**src/rtl/kps_pkg.sv**
```systemverilog
package kps_pkg;
    typedef enum logic [1:0] {
        ST_SCAN = 2'd0,
        ST_WAIT = 2'd1,
        ST_HOLD = 2'd2
    } kps_state_e;
endpackage

```
**src/rtl/kps_sync.sv**
```systemverilog
module kps_sync #(
    parameter int unsigned WIDTH  = 4,
    parameter int unsigned STAGES = 2
) (
    input  logic             clk,
    input  logic             rst_n,
    input  logic [WIDTH-1:0] async_i,
    output logic [WIDTH-1:0] sync_o
);
    logic [WIDTH-1:0] stage_q [STAGES];

    // Stages reset to all ones: idle columns read high.
    genvar g;
    generate
        for (g = 0; g < STAGES; g++) begin : g_stage
            always_ff @(posedge clk or negedge rst_n) begin
                if (!rst_n) begin
                    stage_q[g] <= '1;
                end else begin
                    if (g == 0) begin
                        stage_q[g] <= async_i;
                    end else begin
                        stage_q[g] <= stage_q[(g == 0) ? 0 : g-1];
                    end
                end
            end
        end
    endgenerate

    assign sync_o = stage_q[STAGES-1];
endmodule

```
**src/rtl/kps_colpick.sv**
```systemverilog
module kps_colpick #(
    parameter int unsigned COLS  = 4,
    localparam int unsigned COL_W = $clog2(COLS)
) (
    input  logic [COLS-1:0]  col_n_i,
    output logic             any_o,
    output logic [COL_W-1:0] idx_o
);
    // Lowest active-low column wins.
    always_comb begin
        any_o = 1'b0;
        idx_o = '0;
        for (int c = COLS-1; c >= 0; c--) begin
            if (!col_n_i[c]) begin
                any_o = 1'b1;
                idx_o = COL_W'(c);
            end
        end
    end
endmodule

```
**src/rtl/kps_rowdrv.sv**
```systemverilog
module kps_rowdrv #(
    parameter int unsigned ROWS  = 4,
    localparam int unsigned ROW_W = $clog2(ROWS)
) (
    input  logic [ROW_W-1:0] row_i,
    output logic [ROWS-1:0]  drv_n_o
);
    genvar r;
    generate
        for (r = 0; r < ROWS; r++) begin : g_row
            assign drv_n_o[r] = (row_i != ROW_W'(r));
        end
    endgenerate
endmodule

```
**src/rtl/kps_scanner.sv**
```systemverilog
module kps_scanner #(
    parameter int unsigned ROWS         = 4,
    parameter int unsigned COLS         = 4,
    parameter int unsigned SETTLE_CYC   = 4,
    parameter int unsigned DEBOUNCE_CYC = 500000,
    parameter int unsigned SYNC_STAGES  = 2
) (
    input  logic                              clk,
    input  logic                              rst_n,
    input  logic [COLS-1:0]                   col_sense_n,
    output logic [ROWS-1:0]                   row_drv_n,
    output logic [$clog2(ROWS*COLS)-1:0]      key_code,
    output logic                              key_valid
);
    import kps_pkg::*;

    localparam int unsigned ROW_W   = $clog2(ROWS);
    localparam int unsigned COL_W   = $clog2(COLS);
    localparam int unsigned CODE_W  = $clog2(ROWS*COLS);
    localparam int unsigned CNT_MAX = (DEBOUNCE_CYC > SETTLE_CYC) ? DEBOUNCE_CYC : SETTLE_CYC;
    localparam int unsigned CNT_W   = $clog2(CNT_MAX + 1);

    typedef struct packed {
        kps_state_e        st;
        logic [ROW_W-1:0]  row;
        logic [COL_W-1:0]  col;
        logic [CNT_W-1:0]  cnt;
        logic              valid;
        logic [CODE_W-1:0] code;
    } kps_regs_t;

    kps_regs_t r_d, r_q;

    logic [COLS-1:0]  col_s;
    logic             col_any;
    logic [COL_W-1:0] col_idx;
    logic [ROW_W-1:0] row_next;
    logic             settle_end;
    logic             deb_end;

    kps_sync #(.WIDTH(COLS), .STAGES(SYNC_STAGES)) sync_i (
        .clk     (clk),
        .rst_n   (rst_n),
        .async_i (col_sense_n),
        .sync_o  (col_s)
    );

    kps_colpick #(.COLS(COLS)) pick_i (
        .col_n_i (col_s),
        .any_o   (col_any),
        .idx_o   (col_idx)
    );

    kps_rowdrv #(.ROWS(ROWS)) drv_i (
        .row_i   (r_q.row),
        .drv_n_o (row_drv_n)
    );

    assign row_next   = (r_q.row == ROW_W'(ROWS-1)) ? '0 : r_q.row + 1'b1;
    assign settle_end = (r_q.cnt == CNT_W'(SETTLE_CYC-1));
    assign deb_end    = (r_q.cnt == CNT_W'(DEBOUNCE_CYC-1));

    always_comb begin
        r_d       = r_q;
        r_d.valid = 1'b0;
        unique case (r_q.st)
            ST_SCAN: begin
                if (settle_end) begin
                    r_d.cnt = '0;
                    if (col_any) begin
                        r_d.col = col_idx;
                        r_d.st  = ST_WAIT;
                    end else begin
                        r_d.row = row_next;
                    end
                end else begin
                    r_d.cnt = r_q.cnt + 1'b1;
                end
            end
            ST_WAIT: begin
                if (deb_end) begin
                    r_d.cnt = '0;
                    if (!col_s[r_q.col]) begin
                        r_d.valid = 1'b1;
                        r_d.code  = CODE_W'(32'(r_q.row) * COLS + 32'(r_q.col));
                        r_d.st    = ST_HOLD;
                    end else begin
                        r_d.row = row_next;
                        r_d.st  = ST_SCAN;
                    end
                end else begin
                    r_d.cnt = r_q.cnt + 1'b1;
                end
            end
            ST_HOLD: begin
                if (&col_s) begin
                    r_d.row = row_next;
                    r_d.cnt = '0;
                    r_d.st  = ST_SCAN;
                end
            end
            default: begin
                r_d = '{st: ST_SCAN, row: '0, col: '0, cnt: '0, valid: 1'b0, code: '0};
            end
        endcase
    end

    always_ff @(posedge clk or negedge rst_n) begin
        if (!rst_n) begin
            r_q <= '{st: ST_SCAN, row: '0, col: '0, cnt: '0, valid: 1'b0, code: '0};
        end else begin
            r_q <= r_d;
        end
    end

    assign key_code  = r_q.code;
    assign key_valid = r_q.valid;
endmodule

```
**config.mk**
```make
export PLATFORM = sky130hd
export DESIGN_NAME = kps_scanner
export DESIGN_NICKNAME = d
export VERILOG_FILES = /design/src/rtl/kps_pkg.sv /design/src/rtl/kps_sync.sv /design/src/rtl/kps_colpick.sv /design/src/rtl/kps_rowdrv.sv /design/src/rtl/kps_scanner.sv
export SDC_FILE = /design/constraint.sdc
export NUM_CORES = 1
export LEC_CHECK = 0
export ABC_CLOCK_PERIOD_IN_PS = 2500
export CAP_MARGIN = 30
export CORE_ASPECT_RATIO = 2
export CORE_MARGIN = 4
export CORE_UTILIZATION = 45
export CTS_BUF_LIST = sky130_fd_sc_hd__clkbuf_4
export CTS_CLUSTER_DIAMETER = 100
export DETAILED_ROUTE_END_ITERATION = 6
export SYNTH_ARGS = -nofsm -noshare
export SYNTH_HDL_FRONTEND = slang
export SYNTH_SLANG_ARGS = --single-unit
```
**constraint.sdc**
```tcl
create_clock -name clk -period 2.5 [get_ports clk]
set_input_delay 0.375 -clock clk [delete_from_list [all_inputs] [get_ports clk]]
set_output_delay 0.375 -clock clk [all_outputs]
set_load 0.005 [all_outputs]
```
* Yosys cells after proc, flatten, opt, wreduce, memory -nomap -nowiden
Index checks and enable logic that the tools add are counted.
Storage, ports and cells: register bits 38, bits of input ports 6, output and inout port bits 9, word-level logic and storage cells 66
Operators by class: $add $sub $neg 3, magnitude comparators 1, equal/unequal tests 15, muxes and demuxes 28, bitwise gates (word level) 2, reductions and logical operators 9
Operators with widths (number):
- 2-to-1 mux 19 bit | 3
- case mux 19 bit (3 select lines) | 1
- 2-to-1 mux 2 bit | 10
- adder 19 x 1 -> 19 bit, second input constant | 1
- == test 19 bit, second input constant | 1
- == test 19 x 2 -> 1 bit, second input constant | 1
- != test 2 bit, second input constant | 9
- case mux 4 bit (3 select lines) | 1
- 2-to-1 mux 5 bit | 2
- case mux 5 bit (2 select lines) | 1
- 2-to-1 mux 4 bit | 2
- AND reduction 4 bit | 2
- 2-to-1 mux 6 bit | 1
- AND reduction 3 bit | 2
- 2-to-1 mux 1 bit | 5
- AND reduction 5 bit | 1
- adder 4 x 2 -> 4 bit | 1
- == test 2 bit, second input constant | 2
- case mux 2 bit (2 select lines) | 1
- OR reduction 2 bit | 2
- < comparator 2 x 3 -> 1 bit, second input constant | 1
- adder 2 x 1 -> 2 bit, second input constant | 1
- binary-select mux 1 bit (select 2 bit) | 1
- == test 2 x 1 -> 1 bit, second input constant | 1
- 4 further kinds | 5

* Longest topological paths before layout
depth after elaboration 7, mapped depth 8

* Modules after synthesis
Synthesis repeated with hierarchy kept, for this count alone.
Second synthesis, totals: cells, all modules 233, area, all modules 2163.3 µm²
By module, submodules not included:
- kps_scanner | instances 1, cells an instance 212, area an instance 1871.8 µm²
- kps_sync | instances 1, cells an instance 12, area an instance 240.2 µm²
- kps_colpick | instances 1, cells an instance 5, area an instance 28.8 µm²
- kps_rowdrv | instances 1, cells an instance 4, area an instance 22.5 µm²

* Worst setup path before layout
No wires, ideal clock.
path type reg2reg, start point reg r_q[5] (netlist name), end point reg r_q[29] (netlist name), library setup time 0.125 ns, arrival 1.845 ns, required time 2.375 ns, path slack 0.531 ns, stages on the path, launching flop included 6, path through dfrtp_1 > ha_1 > nand4_1 > o41a_4 > nor3_1 > mux2_2
Between the ends: longest elaborated chain between the ends 3, elaborated cells on any way between the ends 5, those cells by class 4 x eq/ne; 1 x reduce/logical
Ends and longest elaborated chain:
- start: declaration | line kps_scanner.sv:32 | kps_regs_t r_d, r_q;
- start signal: assignment | line kps_scanner.sv:110 | r_q <= '{st: ST_SCAN, row: '0, col: '0, cnt: '0, valid: 1'b0, code: '0};
- start signal: assignment | line kps_scanner.sv:112 | r_q <= r_d;
- == test 19 bit or == test 19 x 2 -> 1 bit (tied branches) | line kps_scanner.sv:61, kps_scanner.sv:60
- != test 2 bit (no source line)
- AND reduction 4 bit (no source line) *
Mark *: on every way between the ends. The rest lies on a longest branch, timed or not. A chain may end at the register's enable or synchronous reset.

* Worst setup path in the final report
start point reg r_q[16] (netlist name), end point reg r_q[29] (netlist name)
The elaborated chain is that of the path after synthesis.

==> results.md <==
- Total Nets Final: approximately 260
- Area Growth Syn to Fin: 14.1%
- Hold_buf cts: 0
- Clk pwr share: between 20% and 30%
- Logic pwr share: a little under 40%
- Fin Hold WS: 0.122 ns
- Worst path slowest cell: o41a_4
- Setup slack, reg-to-reg: between 0.2 and 0.3 ns
- Antenna violations before repair: 0
- Crit. End Element: flop
- Share of power burned in registers: a little over a third
- Post-CTS Setup Bufs: 0
- DRT Pass-1 Iters: 4
- Switch share: roughly 38%
- Design Area, Final: 2480 um2
- Die height: 106 um
- Sw power: between 0.8 and 0.9 mW
- Crit-path leading delay family: simple AND/OR/NAND/NOR gates
- Synth Instances: 225
- DRC violations left: 0
- I/O Buffers: 14
- Pwr Density: 883 nW/um2
- GRT Util Overall: between 15 and 20%
- Capture point of the critical path: r_q[29]
- Worst Reg-to-Reg Cells: 5
- Final Hold Fails: 0
- Via count: around 1,800
- Worst Path Buf+Inv: 0
- Grt ovf: 0
- Peak VDD IR: 0.540 mV
- Avg Vias per Cell: roughly 5.9
- Post-Route Skew: roughly 0.0057 ns
- Avg Cell Area, Syn: between 9 and 10 um2
- Worst r2r src: r_q[16]
- Sequential element share of the synthesized area: between 40% and 50%
- Top cells by count, synth: nand2_1, dfrtp_1, o21ai_0, inv_1, nand3_1
- Largest net degree at the start of global routing: 39
- Startpoint Class: flop
- Number of flops mapped to enable cells by yosys: 0
- CTS H-tree depth: 2
- Global-route wire length before repair: 8370 um
- DP Area: roughly 2400 um2
- Min cycle time layout: approximately 2.2 ns
- Most frequent cell after synthesis: nand2_1
- Layout cell share with drive strength beyond 1: roughly 17%
- Pre-CTS WS: between 0.3 and 0.4 ns
- Fmax: approximately 450 MHz
- Static leakage: about 1.0 nW
- Syn_nets: between 200 and 250
- Drt initial violations: 66
- Critical path class: reg2reg
- Required time of the critical path: ~2.8 ns
- Most used DFF post-synth: dfrtp_1
- Setup_tns: 0 ns
- Non-filler instance count after layout: 298
- GP Congestion: 0.850
- Core area: around 4600 um2
- Full die area: 6070 um2
- Maximum root-to-sink buffer count: 2
- Fin util: a little over half
- Yosys warns: 0
- WL final: approximately 5000 um
- CTS tree: yes
- Fin crit share: 88.5%
- Antenna Cells: 0
- Root Buffer: clkbuf_4
- R2r endpoint: r_q[29]
- Ranking of synthesized cells by area: dfrtp_1, dfstp_2, ha_1
- Post-CTS Resized: 0
- Worst path max stage delay: roughly 0.59 ns
- Total Power: about 2.2 mW
- Worst slew pin tran: 0.861 ns
- Fin. max-slew vios: 0
- Clk slew on worst S/H paths: ~0.13 ns
- Placed cell count: 290
- Crit. path cell count: 5
- Unique masters post-synth: 47
- Setup violations, final: 0
- CTS Buf Count: 5
- Io pins: 15
- Drt wl/cell: 16.6 um
- Worst-Skew Late Latency: approximately 0.35 ns
- RSZ-0062 raised after global routing: false
- Post-synthesis async set-or-reset flop share: 100%
- Crit-path cells: nor4_2 -> nand2_1 -> o41a_4 -> nor3_1 -> mux2_2
- PnR worst setup slack: roughly 0.29 ns
- Register bit total from synthesis: 38
- Max_cap viols: 0
- Row count: 35
- Post-route ant nets: 0
- Mapped Area: ~2200 um2
- Slew headroom: approximately 43%
- Setup crit start: r_q[16]
- DIE WIDTH: roughly 57 um
- Hold Path Class: in2async
- Internal Power: 1.36 mW
- Status: completed
- Number of global-route vias before repair: approximately 1,800
- Initial Utilization: 46.8%
- Filler cells: 464
- Synth top area share: 34.6%
- CTS sink count: 38
- Post-DP HPWL: between 3000 and 4000 um
- Cell taking the most area after synthesis: dfrtp_1
- CP max FO: 14
- CP arrival: 2.46 ns
-- how the worst min path moves through the flow --
stage | start | endpoint | slack (ns)
after floorplan | rst_n | key_code[0] | 0.08
after global placement | sync_i.stage_q[5] | sync_i.sync_o[1] | 0.35
final | rst_n | r_q[21] | 0.12
after CTS | rst_n | r_q[21] | 0.14
after global routing | rst_n | r_q[7] | 0.18
after detailed placement | sync_i.stage_q[4] | sync_i.sync_o[0] | 0.35
-- cells in the final DEF, fill, tap and decap left out, types with 3 or more instances in the layout --
master,Yosys,layout
inv_1,13,13
a21oi_1,6,6
nor4_1,3,3
o311ai_0,3,3
clkbuf_4,0,5
ha_1,10,10
mux2i_1,5,5
nor3_1,7,7
nor2_1,11,11
o211ai_1,7,7
nand3_1,12,12
nand4_1,7,7
xor2_1,3,3
a22o_1,3,3
nand2_1,33,33
dfrtp_1,30,30
buf_4,4,10
nor4b_1,3,3
clkdlybuf4s50_1,0,13
o21ai_0,16,16
dfstp_2,8,8
-- state kept, by name (all words and copies together), names as in the netlist --
signal and flops:
key_code 4, key_valid 1, sync_i.sync_o 4, r_q 25, sync_i.stage_q 4
-- kinds of logic (layout without fill, tap and decap cells) --
kind of cell	Yosys count	in the layout	share of synthesized area (%)
buf+inv	27	45	5.93
simple gates	92	92	23.4
flops	38	38	44.2
xor+xnor	3	3	1.21
compound gates	47	47	15.0
mux	8	8	4.38
fa+ha+maj	10	10	5.76
-- power groups by stage --
stage / clock, mW / combinational (mW) / sequential, mW
finish: 0.542 / 0.864 / 0.781
global route: 0.581 / 0.977 / 0.795
global placement: 0 / 0.873 / 0.793
CTS: 0.551 / 0.879 / 0.784
floorplan: 0 / 0.635 / 0.770
detailed placement: 0 / 0.877 / 0.795
-- metal layers --
| layer | track usage (%) | share of wire [%] |
|---|---|---|
| met1 | 18.7 | 38 |
| met4 | 10.1 | 4.6 |
| met5 | 0 | 0 |
| met3 | 2.31 | 3.3 |
| met2 | 32.2 | 54 |
-- layout make-up --
cell class                 instances  area (um2)  area share [%]
clock inverter                     3        68.8            2.78
tap                               55        68.8            2.78
timing repair buffer              24         210            8.48
clock buffer                       5        37.5            1.52
inverter                          13        48.8            1.97
multi-input combinational        160        1080            43.7
sequential                        38         961            38.8
No activity file was read; power rests on OpenSTA's default activity.
